File: src/rtl/mxrd_pkg.sv
package mxrd_pkg;

    typedef enum logic [1:0] {
        KIND_FETCH = 2'd0,
        KIND_MEMRD = 2'd1,
        KIND_IORD  = 2'd2,
        KIND_RSVD  = 2'd3
    } cyc_kind_t;

    typedef enum logic [2:0] {
        ST_IDLE = 3'd0,
        ST_T1   = 3'd1,
        ST_T2   = 3'd2,
        ST_T3   = 3'd3,
        ST_T4   = 3'd4
    } tstate_t;

    typedef struct packed {
        logic io_m;
        logic s1;
        logic s0;
    } bus_status_t;

    localparam bus_status_t STATUS_IDLE = '{io_m: 1'b0, s1: 1'b0, s0: 1'b0};

    function automatic bus_status_t kind_status(input cyc_kind_t k);
        bus_status_t s;
        unique case (k)
            KIND_FETCH: s = '{io_m: 1'b0, s1: 1'b1, s0: 1'b1};
            KIND_MEMRD: s = '{io_m: 1'b0, s1: 1'b1, s0: 1'b0};
            KIND_IORD:  s = '{io_m: 1'b1, s1: 1'b1, s0: 1'b0};
            default:    s = STATUS_IDLE;
        endcase
        return s;
    endfunction

endpackage

File: src/rtl/mxrd_tstep.sv
module mxrd_tstep
    import mxrd_pkg::*;
(
    input  logic    clk,
    input  logic    rst_n,
    input  logic    start,
    input  logic    fetch_q,
    output tstate_t tst,
    output logic    half,
    output logic    capture,
    output logic    last
);

    tstate_t tst_d;
    logic    half_d;

    always_ff @(posedge clk) begin
        if (!rst_n) begin
            tst  <= ST_IDLE;
            half <= 1'b0;
        end else begin
            tst  <= tst_d;
            half <= half_d;
        end
    end

    always_comb begin
        tst_d  = tst;
        half_d = half;
        unique case (tst)
            ST_IDLE: begin
                half_d = 1'b0;
                if (start) tst_d = ST_T1;
            end
            ST_T1: begin
                if (!half) half_d = 1'b1;
                else begin
                    tst_d  = ST_T2;
                    half_d = 1'b0;
                end
            end
            ST_T2: begin
                if (!half) half_d = 1'b1;
                else begin
                    tst_d  = ST_T3;
                    half_d = 1'b0;
                end
            end
            ST_T3: begin
                if (!half) half_d = 1'b1;
                else begin
                    tst_d  = fetch_q ? ST_T4 : ST_IDLE;
                    half_d = 1'b0;
                end
            end
            ST_T4: begin
                if (!half) half_d = 1'b1;
                else begin
                    tst_d  = ST_IDLE;
                    half_d = 1'b0;
                end
            end
            default: begin
                tst_d  = ST_IDLE;
                half_d = 1'b0;
            end
        endcase
    end

    always_comb begin
        capture = (tst == ST_T3) && !half;
        last    = half && (((tst == ST_T3) && !fetch_q) || (tst == ST_T4));
    end

endmodule

File: src/rtl/mxrd_hold.sv
module mxrd_hold
    import mxrd_pkg::*;
#(
    parameter int DATA_W = 8,
    localparam int ADDR_W = 2 * DATA_W
) (
    input  logic              clk,
    input  logic              rst_n,
    input  logic              start,
    input  cyc_kind_t         kind_in,
    input  logic [ADDR_W-1:0] addr_in,
    input  logic              capture,
    input  logic [DATA_W-1:0] ad_in,
    output cyc_kind_t         kind_q,
    output logic [ADDR_W-1:0] addr_q,
    output logic [DATA_W-1:0] data_q,
    output logic [DATA_W-1:0] ir_q
);

    logic [ADDR_W-1:0] addr_eff;

    always_comb begin
        if (kind_in == KIND_IORD)
            addr_eff = {addr_in[DATA_W-1:0], addr_in[DATA_W-1:0]};
        else
            addr_eff = addr_in;
    end

    always_ff @(posedge clk) begin
        if (!rst_n) begin
            kind_q <= KIND_FETCH;
            addr_q <= '0;
            data_q <= '0;
            ir_q   <= '0;
        end else begin
            if (start) begin
                kind_q <= kind_in;
                addr_q <= addr_eff;
            end
            if (capture) begin
                data_q <= ad_in;
                if (kind_q == KIND_FETCH) ir_q <= ad_in;
            end
        end
    end

endmodule

File: src/rtl/mxrd_pins.sv
module mxrd_pins
    import mxrd_pkg::*;
#(
    parameter int DATA_W = 8,
    localparam int ADDR_W = 2 * DATA_W
) (
    input  tstate_t           tst,
    input  logic              half,
    input  logic              last,
    input  cyc_kind_t         kind_q,
    input  logic [ADDR_W-1:0] addr_q,
    output logic [DATA_W-1:0] addr_hi,
    output logic [DATA_W-1:0] ad_out,
    output logic              ad_oe,
    output logic              ale,
    output logic              rd_n,
    output bus_status_t       status,
    output logic              done
);

    always_comb begin
        addr_hi = '0;
        ad_out  = '0;
        ad_oe   = 1'b0;
        ale     = 1'b0;
        rd_n    = 1'b1;
        status  = STATUS_IDLE;
        done    = 1'b0;
        unique case (tst)
            ST_IDLE: begin
            end
            ST_T1: begin
                addr_hi = addr_q[ADDR_W-1:DATA_W];
                ad_out  = addr_q[DATA_W-1:0];
                ad_oe   = 1'b1;
                ale     = !half;
                status  = kind_status(kind_q);
            end
            ST_T2: begin
                addr_hi = addr_q[ADDR_W-1:DATA_W];
                rd_n    = 1'b0;
                status  = kind_status(kind_q);
            end
            ST_T3: begin
                addr_hi = addr_q[ADDR_W-1:DATA_W];
                rd_n    = half;
                status  = kind_status(kind_q);
                done    = last;
            end
            ST_T4: begin
                addr_hi = addr_q[ADDR_W-1:DATA_W];
                status  = kind_status(kind_q);
                done    = last;
            end
            default: begin
            end
        endcase
    end

endmodule

File: src/rtl/mxrd_seqr.sv
module mxrd_seqr
    import mxrd_pkg::*;
#(
    parameter int DATA_W = 8,
    localparam int ADDR_W = 2 * DATA_W
) (
    input  logic              clk,
    input  logic              rst_n,
    input  logic              req_valid,
    input  logic [1:0]        req_kind,
    input  logic [ADDR_W-1:0] req_addr,
    output logic              busy,
    output logic [DATA_W-1:0] addr_hi,
    output logic [DATA_W-1:0] ad_out,
    output logic              ad_oe,
    input  logic [DATA_W-1:0] ad_in,
    output logic              ale,
    output logic              rd_n,
    output logic              io_m,
    output logic              s1,
    output logic              s0,
    output logic              done,
    output logic [DATA_W-1:0] rdata,
    output logic [DATA_W-1:0] ir
);

    tstate_t     tst;
    logic        half;
    logic        capture;
    logic        last;
    logic        start;
    cyc_kind_t   kind_in;
    cyc_kind_t   kind_q;
    logic [ADDR_W-1:0] addr_q;
    bus_status_t status;

    always_comb begin
        kind_in = cyc_kind_t'(req_kind);
        start   = (tst == ST_IDLE) && req_valid && (kind_in != KIND_RSVD);
        busy    = (tst != ST_IDLE);
        io_m    = status.io_m;
        s1      = status.s1;
        s0      = status.s0;
    end

    mxrd_tstep u_step (
        .clk     (clk),
        .rst_n   (rst_n),
        .start   (start),
        .fetch_q (kind_q == KIND_FETCH),
        .tst     (tst),
        .half    (half),
        .capture (capture),
        .last    (last)
    );

    mxrd_hold #(.DATA_W(DATA_W)) u_hold (
        .clk     (clk),
        .rst_n   (rst_n),
        .start   (start),
        .kind_in (kind_in),
        .addr_in (req_addr),
        .capture (capture),
        .ad_in   (ad_in),
        .kind_q  (kind_q),
        .addr_q  (addr_q),
        .data_q  (rdata),
        .ir_q    (ir)
    );

    mxrd_pins #(.DATA_W(DATA_W)) u_pins (
        .tst     (tst),
        .half    (half),
        .last    (last),
        .kind_q  (kind_q),
        .addr_q  (addr_q),
        .addr_hi (addr_hi),
        .ad_out  (ad_out),
        .ad_oe   (ad_oe),
        .ale     (ale),
        .rd_n    (rd_n),
        .status  (status),
        .done    (done)
    );

endmodule

File: config.mk
export PLATFORM = sky130hd
export DESIGN_NAME = mxrd_seqr
export DESIGN_NICKNAME = d
export VERILOG_FILES = /design/src/rtl/mxrd_pkg.sv /design/src/rtl/mxrd_tstep.sv /design/src/rtl/mxrd_hold.sv /design/src/rtl/mxrd_pins.sv /design/src/rtl/mxrd_seqr.sv
export SDC_FILE = /design/constraint.sdc
export NUM_CORES = 1
export LEC_CHECK = 0
export BUFFER_PORTS_ARGS = -buffer_cell sky130_fd_sc_hd__buf_2
export CAP_MARGIN = 20
export CORE_MARGIN = 1
export CORE_UTILIZATION = 43
export CTS_CLUSTER_DIAMETER = 200
export DETAILED_ROUTE_END_ITERATION = 7
export PLACE_DENSITY = 0.86
export SLEW_MARGIN = 10
export SYNTH_ARGS = -nofsm -noshare
export SYNTH_HDL_FRONTEND = slang
export SYNTH_SLANG_ARGS = --single-unit
File: constraint.sdc
create_clock -name clk -period 1.6 [get_ports clk]
set_clock_uncertainty 0.1 [all_clocks]
set_input_delay 0.32 -clock clk [delete_from_list [all_inputs] [get_ports clk]]
set_output_delay 0.32 -clock clk [all_outputs]
set_load 0.01 [all_outputs]
=== Word level (Yosys, flattened, before mapping) ===
Index checks and enable logic that the tools add are counted.

* Eq/ne operators: 13
* Muxes and demuxes: 17
* Reduce and logical (&&, ||, !) cells: 16

{| class="wikitable"
|+ Operators with widths
! cell !! count
|-
| $mux 3 || 7
|-
| $mux 16 || 1
|-
| $mux 8 || 2
|-
| $pmux 3 s5 || 1
|-
| $ne 2x2->1 const B || 6
|-
| $pmux 3 s3 || 1
|-
| $eq 3x2->1 const B || 2
|-
| $logic_and 1x1->1 || 5
|-
| $reduce_and 5->1 || 1
|-
| $eq 2x2->1 const B || 2
|-
| $mux 1 || 4
|-
| $reduce_and 2->1 || 2
|-
| $reduce_or 4->1 || 1
|-
| $eq 3x1->1 const B || 1
|-
| $eq 3x3->1 const B || 1
|-
| $logic_not 3->1 || 1
|-
| $reduce_bool 3->1 || 1
|-
| $eq 2x1->1 const B || 1
|-
| $logic_not 1->1 || 2
|-
| $logic_not 2->1 || 1
|-
| $pmux 1 s2 || 1
|-
| $reduce_or 2->1 || 1
|-
| $logic_or 1x1->1 || 1
|}

* Flip-flop bits (word level): 38
* Word-level logic and storage cells: 52

=== Depth between registers and ports, before layout ===
* Depth after elaboration: 6
* Gate-level depth with buffers: 5
* Depth with buffers taken out: 3

=== By module ===
Synthesis repeated with hierarchy kept, for this count alone.

* Cells, all modules: 197
* Area, all modules: 1919.3 sq um

{| class="wikitable"
|+ By module, submodules not included
! module !! times used !! cells an instance !! area an instance (sq um) !! seq. area each (sq um)
|-
| mxrd_hold || 1 || 139 || 1426.4 || 680.7
|-
| mxrd_pins || 1 || 30 || 244.0 || 0.0
|-
| mxrd_tstep || 1 || 24 || 217.7 || 80.1
|-
| mxrd_seqr || 1 || 4 || 31.3 || 0.0
|}

=== Worst setup path after synthesis ===
OpenSTA, ideal clock, no wires.

* Kind: register to output
* Start point: reg u_step.tst[0]
* End point: out ale
* Data arrival time: 1.505 ns
* Required time: 1.180 ns
* Setup slack: -0.325 ns
* Stages on the path, launching flop included: 4
* Buffers on the path: 1
* Cell sequence: dfxtp_1 > clkbuf_1 > nor3b_1 > nor2b_1

* Word-level cells in the longest chain between the ends: 2

{| class="wikitable"
|+ Ends and longest elaborated chain
! item !! line !! source
|-
| from (decl) || mxrd_tstep.sv:8 || <nowiki>output tstate_t tst,</nowiki>
|-
| from (signal assigned) || mxrd_tstep.sv:22 || <nowiki>tst <= tst_d;</nowiki>
|-
| $eq 3x1->1 || mxrd_pins.sv:29 || <nowiki>unique case (tst)</nowiki>
|-
| $mux 1 || mxrd_pins.sv:29 ||
|-
| to (decl) || mxrd_seqr.sv:17 || <nowiki>output logic ale,</nowiki>
|}

No other way between the ends.

=== Final worst setup path ===
* Start point: reg u_step.tst[0]
* End point: out addr_hi[5]

* Word-level cells in the longest chain between the ends: 3
* Elaborated cells between the ends (all ways): 6
* Those cells by class: 4 x eq/ne; 1 x mux; 1 x reduce/logical

{| class="wikitable"
|+ Ends and longest elaborated chain
! item !! line !! source
|-
| $eq 3x1->1 (tied with other cells) || mxrd_pins.sv:29 ||
|-
| $reduce_or 4->1 (no line) * || -- ||
|-
| $mux 8 * || mxrd_pins.sv:29 ||
|-
| to (decl) || mxrd_seqr.sv:13 || <nowiki>output logic [DATA_W-1:0] addr_hi,</nowiki>
|}

Every way passes the cells marked *; elsewhere a longest branch is shown, timed or not.

==> results_dict.tcl <==
set metrics [dict create \
    p_comb_share_pct 17.4 \
    synth_cells 207 \
    p_seq_share_pct 46.3 \
    fin_tns_setup_ps -7090 \
    die_area_um2 4410 \
    switchingPower_mw 0.545 \
    grtUsageMet3_pct 4.48 \
    setup_slack_ps -263 \
    fin_nets 317 \
    chipWidth_um 66.4 \
    ios 69 \
    fp-row-count 23 \
    met1_usage_pct 29.8 \
    n_antenna_cell 0 \
    slowest_stage "dfxtp_4" \
    synth_nets 236 \
    ys.flop_type "dfxtp_1" \
    cp_num_cells 4 \
    reg2regPathDepth 5 \
    holdPathStages 3 \
    end_kind "primary output" \
    holdWs_ps 183 \
    initial_utilization_pct 44.6 \
    htreeDepth 2 \
    grt_usage_pct 21.5 \
    tritoncts "done" \
    violations "negative setup slack" \
    grt_first_pass_wirelength_um 7320 \
    maxSlewViolCount 0 \
    path_cells "buf_4 > or3_4 > and3_4 > buf_6" \
    drt-initial-drc-count 79 \
    final_common_cell "buf_2" \
    period_needed_ps 1860 \
    p_int_mw 1.65 \
    worst_setup_path_start_kind "flop" \
    synth_edf_count 0 \
    use_met2_pct 33.5 \
    switching_share_pct 24.8 \
    area_delta_synth_final_pct 50.7 \
    multiInputGateArea_um2 1080 \
    gp_congestion 0.772 \
    placed_cell_area_um2 2330 \
    die_h_um 66.4 \
    fillers 328 \
    synth_async_sr_flop_share_pct 0 \
    min_delay_worst_endpoint "u_hold.data_q[1]" \
    cts.sinks 38 \
    p_clk_share_pct 36.3 \
    rsz0062_at_grt "yes" \
    io_buffers 68 \
    ys_types 34 \
    detail-route-antenna-nets 0 \
    hp-start "ad_in[1]" \
    grt_pass1_vias 1586 \
    ir_drop_v 0.000915 \
    antenna_found_initial 0 \
    ys_seq_area_share_pct 42.6 \
    final_layout_size_suffix_gt1_share_pct 45.3 \
    power_leakage_nw 1.20 \
    regArea_um2 773 \
    critPathKind "flop to primary output" \
    status "finished, violations left" \
    clock_latency_ps 280 \
    avgSynthCellArea_um2 8.63 \
    slew_headroom_pct 76.6 \
    hold_path.class "input pin to flop" \
    synth.cell_area_um2 1790 \
    setup_viol 42 \
    wl_per_cell_um 13.4 \
    viasPerCell 5.02 \
    regToRegStartpoint "u_step.tst[2]" \
    arrival_ps 1440 \
    cts.hold.buffers_added 0 \
    crit_path_max_fanout 5 \
    grt_max_degree 54 \
    vias 1701 \
    preCtsSetupSlack_ps -132 \
    synth_seq_cells 38 \
    cts_buffers 5 \
    fin_crit_sh_pct 116 \
    wl_um 4540 \
    crit_family "simple AND/OR/NAND/NOR gates" \
    layout_common_cells "buf_2 (55), nand2_1 (50), dfxtp_1 (34), mux2i_1 (23), buf_6 (20)" \
    cts_root_buffer "clkbuf_8" \
    clockBufferDepth 2 \
    clk_pin_slew_ps 80 \
    critical_path.max_stage_delay_ps 360 \
    top_usage_layer "met2" \
    rrSetupSlack_ps -170 \
    dr.pass1.iters 4 \
    r2r_end "u_hold.addr_q[2]" \
    cp.required_ps 1180 \
    timing.fmax_mhz 537 \
    critPathBufInv 2 \
    dp_hpwl_um 3090 \
    design_area_um2 2690 \
    final_util_pct 67.3 \
    worstMarginPinSlew_ps 351 \
    yosys_warnings 0 \
    hold_viol 0 \
    max_cap_violations 0 \
    drcViolationCount 0 \
    grt_remaining_overflow 0 \
    power_density_nw_per_um2 817 \
    coreArea_um2 4000 \
]
sequential cells by signal, indices dropped and copies added, names as in the netlist:
name,cells
u_hold.addr_q,16
u_hold.data_q,8
u_hold.ir_q,8
u_hold.kind_q,2
u_step.half,1
u_step.tst,3
logic make-up after synthesis:
kind of cell / share of synthesized area (%)
buffers and inverters: 4.13
flip-flops: 42.6
AO/OA/AOI/OAI: 12.6
XOR/XNOR: 0.491
multiplexers: 13.5
AND/OR/NAND/NOR: 26.7
stage by stage:
step	total power, mW	cells
finish	2.20	339
global route	2.30	339
CTS	2.17	334
global placement	1.35	322
detailed placement	1.36	322
floorplan	1.23	207
what timing repair did:
item | in CTS | in global routing
hold endpoints to repair | 0 | 0
pin swaps | 5 | 9
cloned | 1 | 1
setup endpoints to repair | 39 | 50
resized for setup | 18 | 27
buffers inserted | 3 | 4
area by class of cell:
type | instances | area share [%]
sequential | 38 | 28.7
multi-input combinational | 151 | 40.1
timing repair buffer | 92 | 24.7
tap | 50 | 2.33
clock buffer | 6 | 2.70
clock inverter | 2 | 1.40
worst reg2reg max path, cell delays in order (launching register included):
cell and delay (ps):
dfxtp_4 380, or4b_1 580, buf_6 180, nor2_4 130, buf_12 140, mux2i_1 190
worst max path at each step:
stage | to | from
after detailed placement | u_hold.addr_q[8] | u_step.tst[2]
after CTS | addr_hi[5] | u_step.tst[0]
final | addr_hi[5] | u_step.tst[0]
after global placement | u_hold.addr_q[10] | u_step.tst[2]
after floorplan | u_hold.addr_q[10] | u_step.tst[1]
after global routing | ad_out[4] | u_step.tst[0]
routing by layer:
| layer | wire length (µm) | vias up |
|---|---|---|
| li1 | - | 874 |
| met1 | 2120 | 767 |
| met2 | 2170 | 55 |
| met3 | 206 | 5 |
| met4 | 40 | 0 |
| met5 | 0 | - |
synth_stat cells, types with 2 or more instances:
cell type | number | area share, %
mux2i_1 | 24 | 13
a21oi_1 | 2 | 0.56
and3_1 | 8 | 2.8
buf_2 | 2 | 0.56
nor3b_1 | 3 | 1.3
nor2_1 | 5 | 1.1
o21ai_1 | 9 | 2.5
buf_1 | 2 | 0.42
dfxtp_1 | 38 | 43
nand2_1 | 51 | 11
nor2b_1 | 2 | 0.70
a21boi_1 | 5 | 2.1
o221a_2 | 2 | 1.3
o211ai_1 | 8 | 3.4
nand2b_1 | 2 | 0.70
and2_1 | 9 | 3.2
clkbuf_1 | 15 | 3.2
a21boi_0 | 4 | 1.7
power by group through the flow:
stage	logic [mW]	registers [mW]	clock network [mW]
final	0.383	1.02	0.796
after global routing	0.418	1.02	0.858
after CTS	0.342	1.02	0.814
after detailed placement	0.320	1.04	0
after global placement	0.312	1.04	0
after floorplan	0.203	1.02	0
Note: power is estimated with default switching activity, not from simulation.
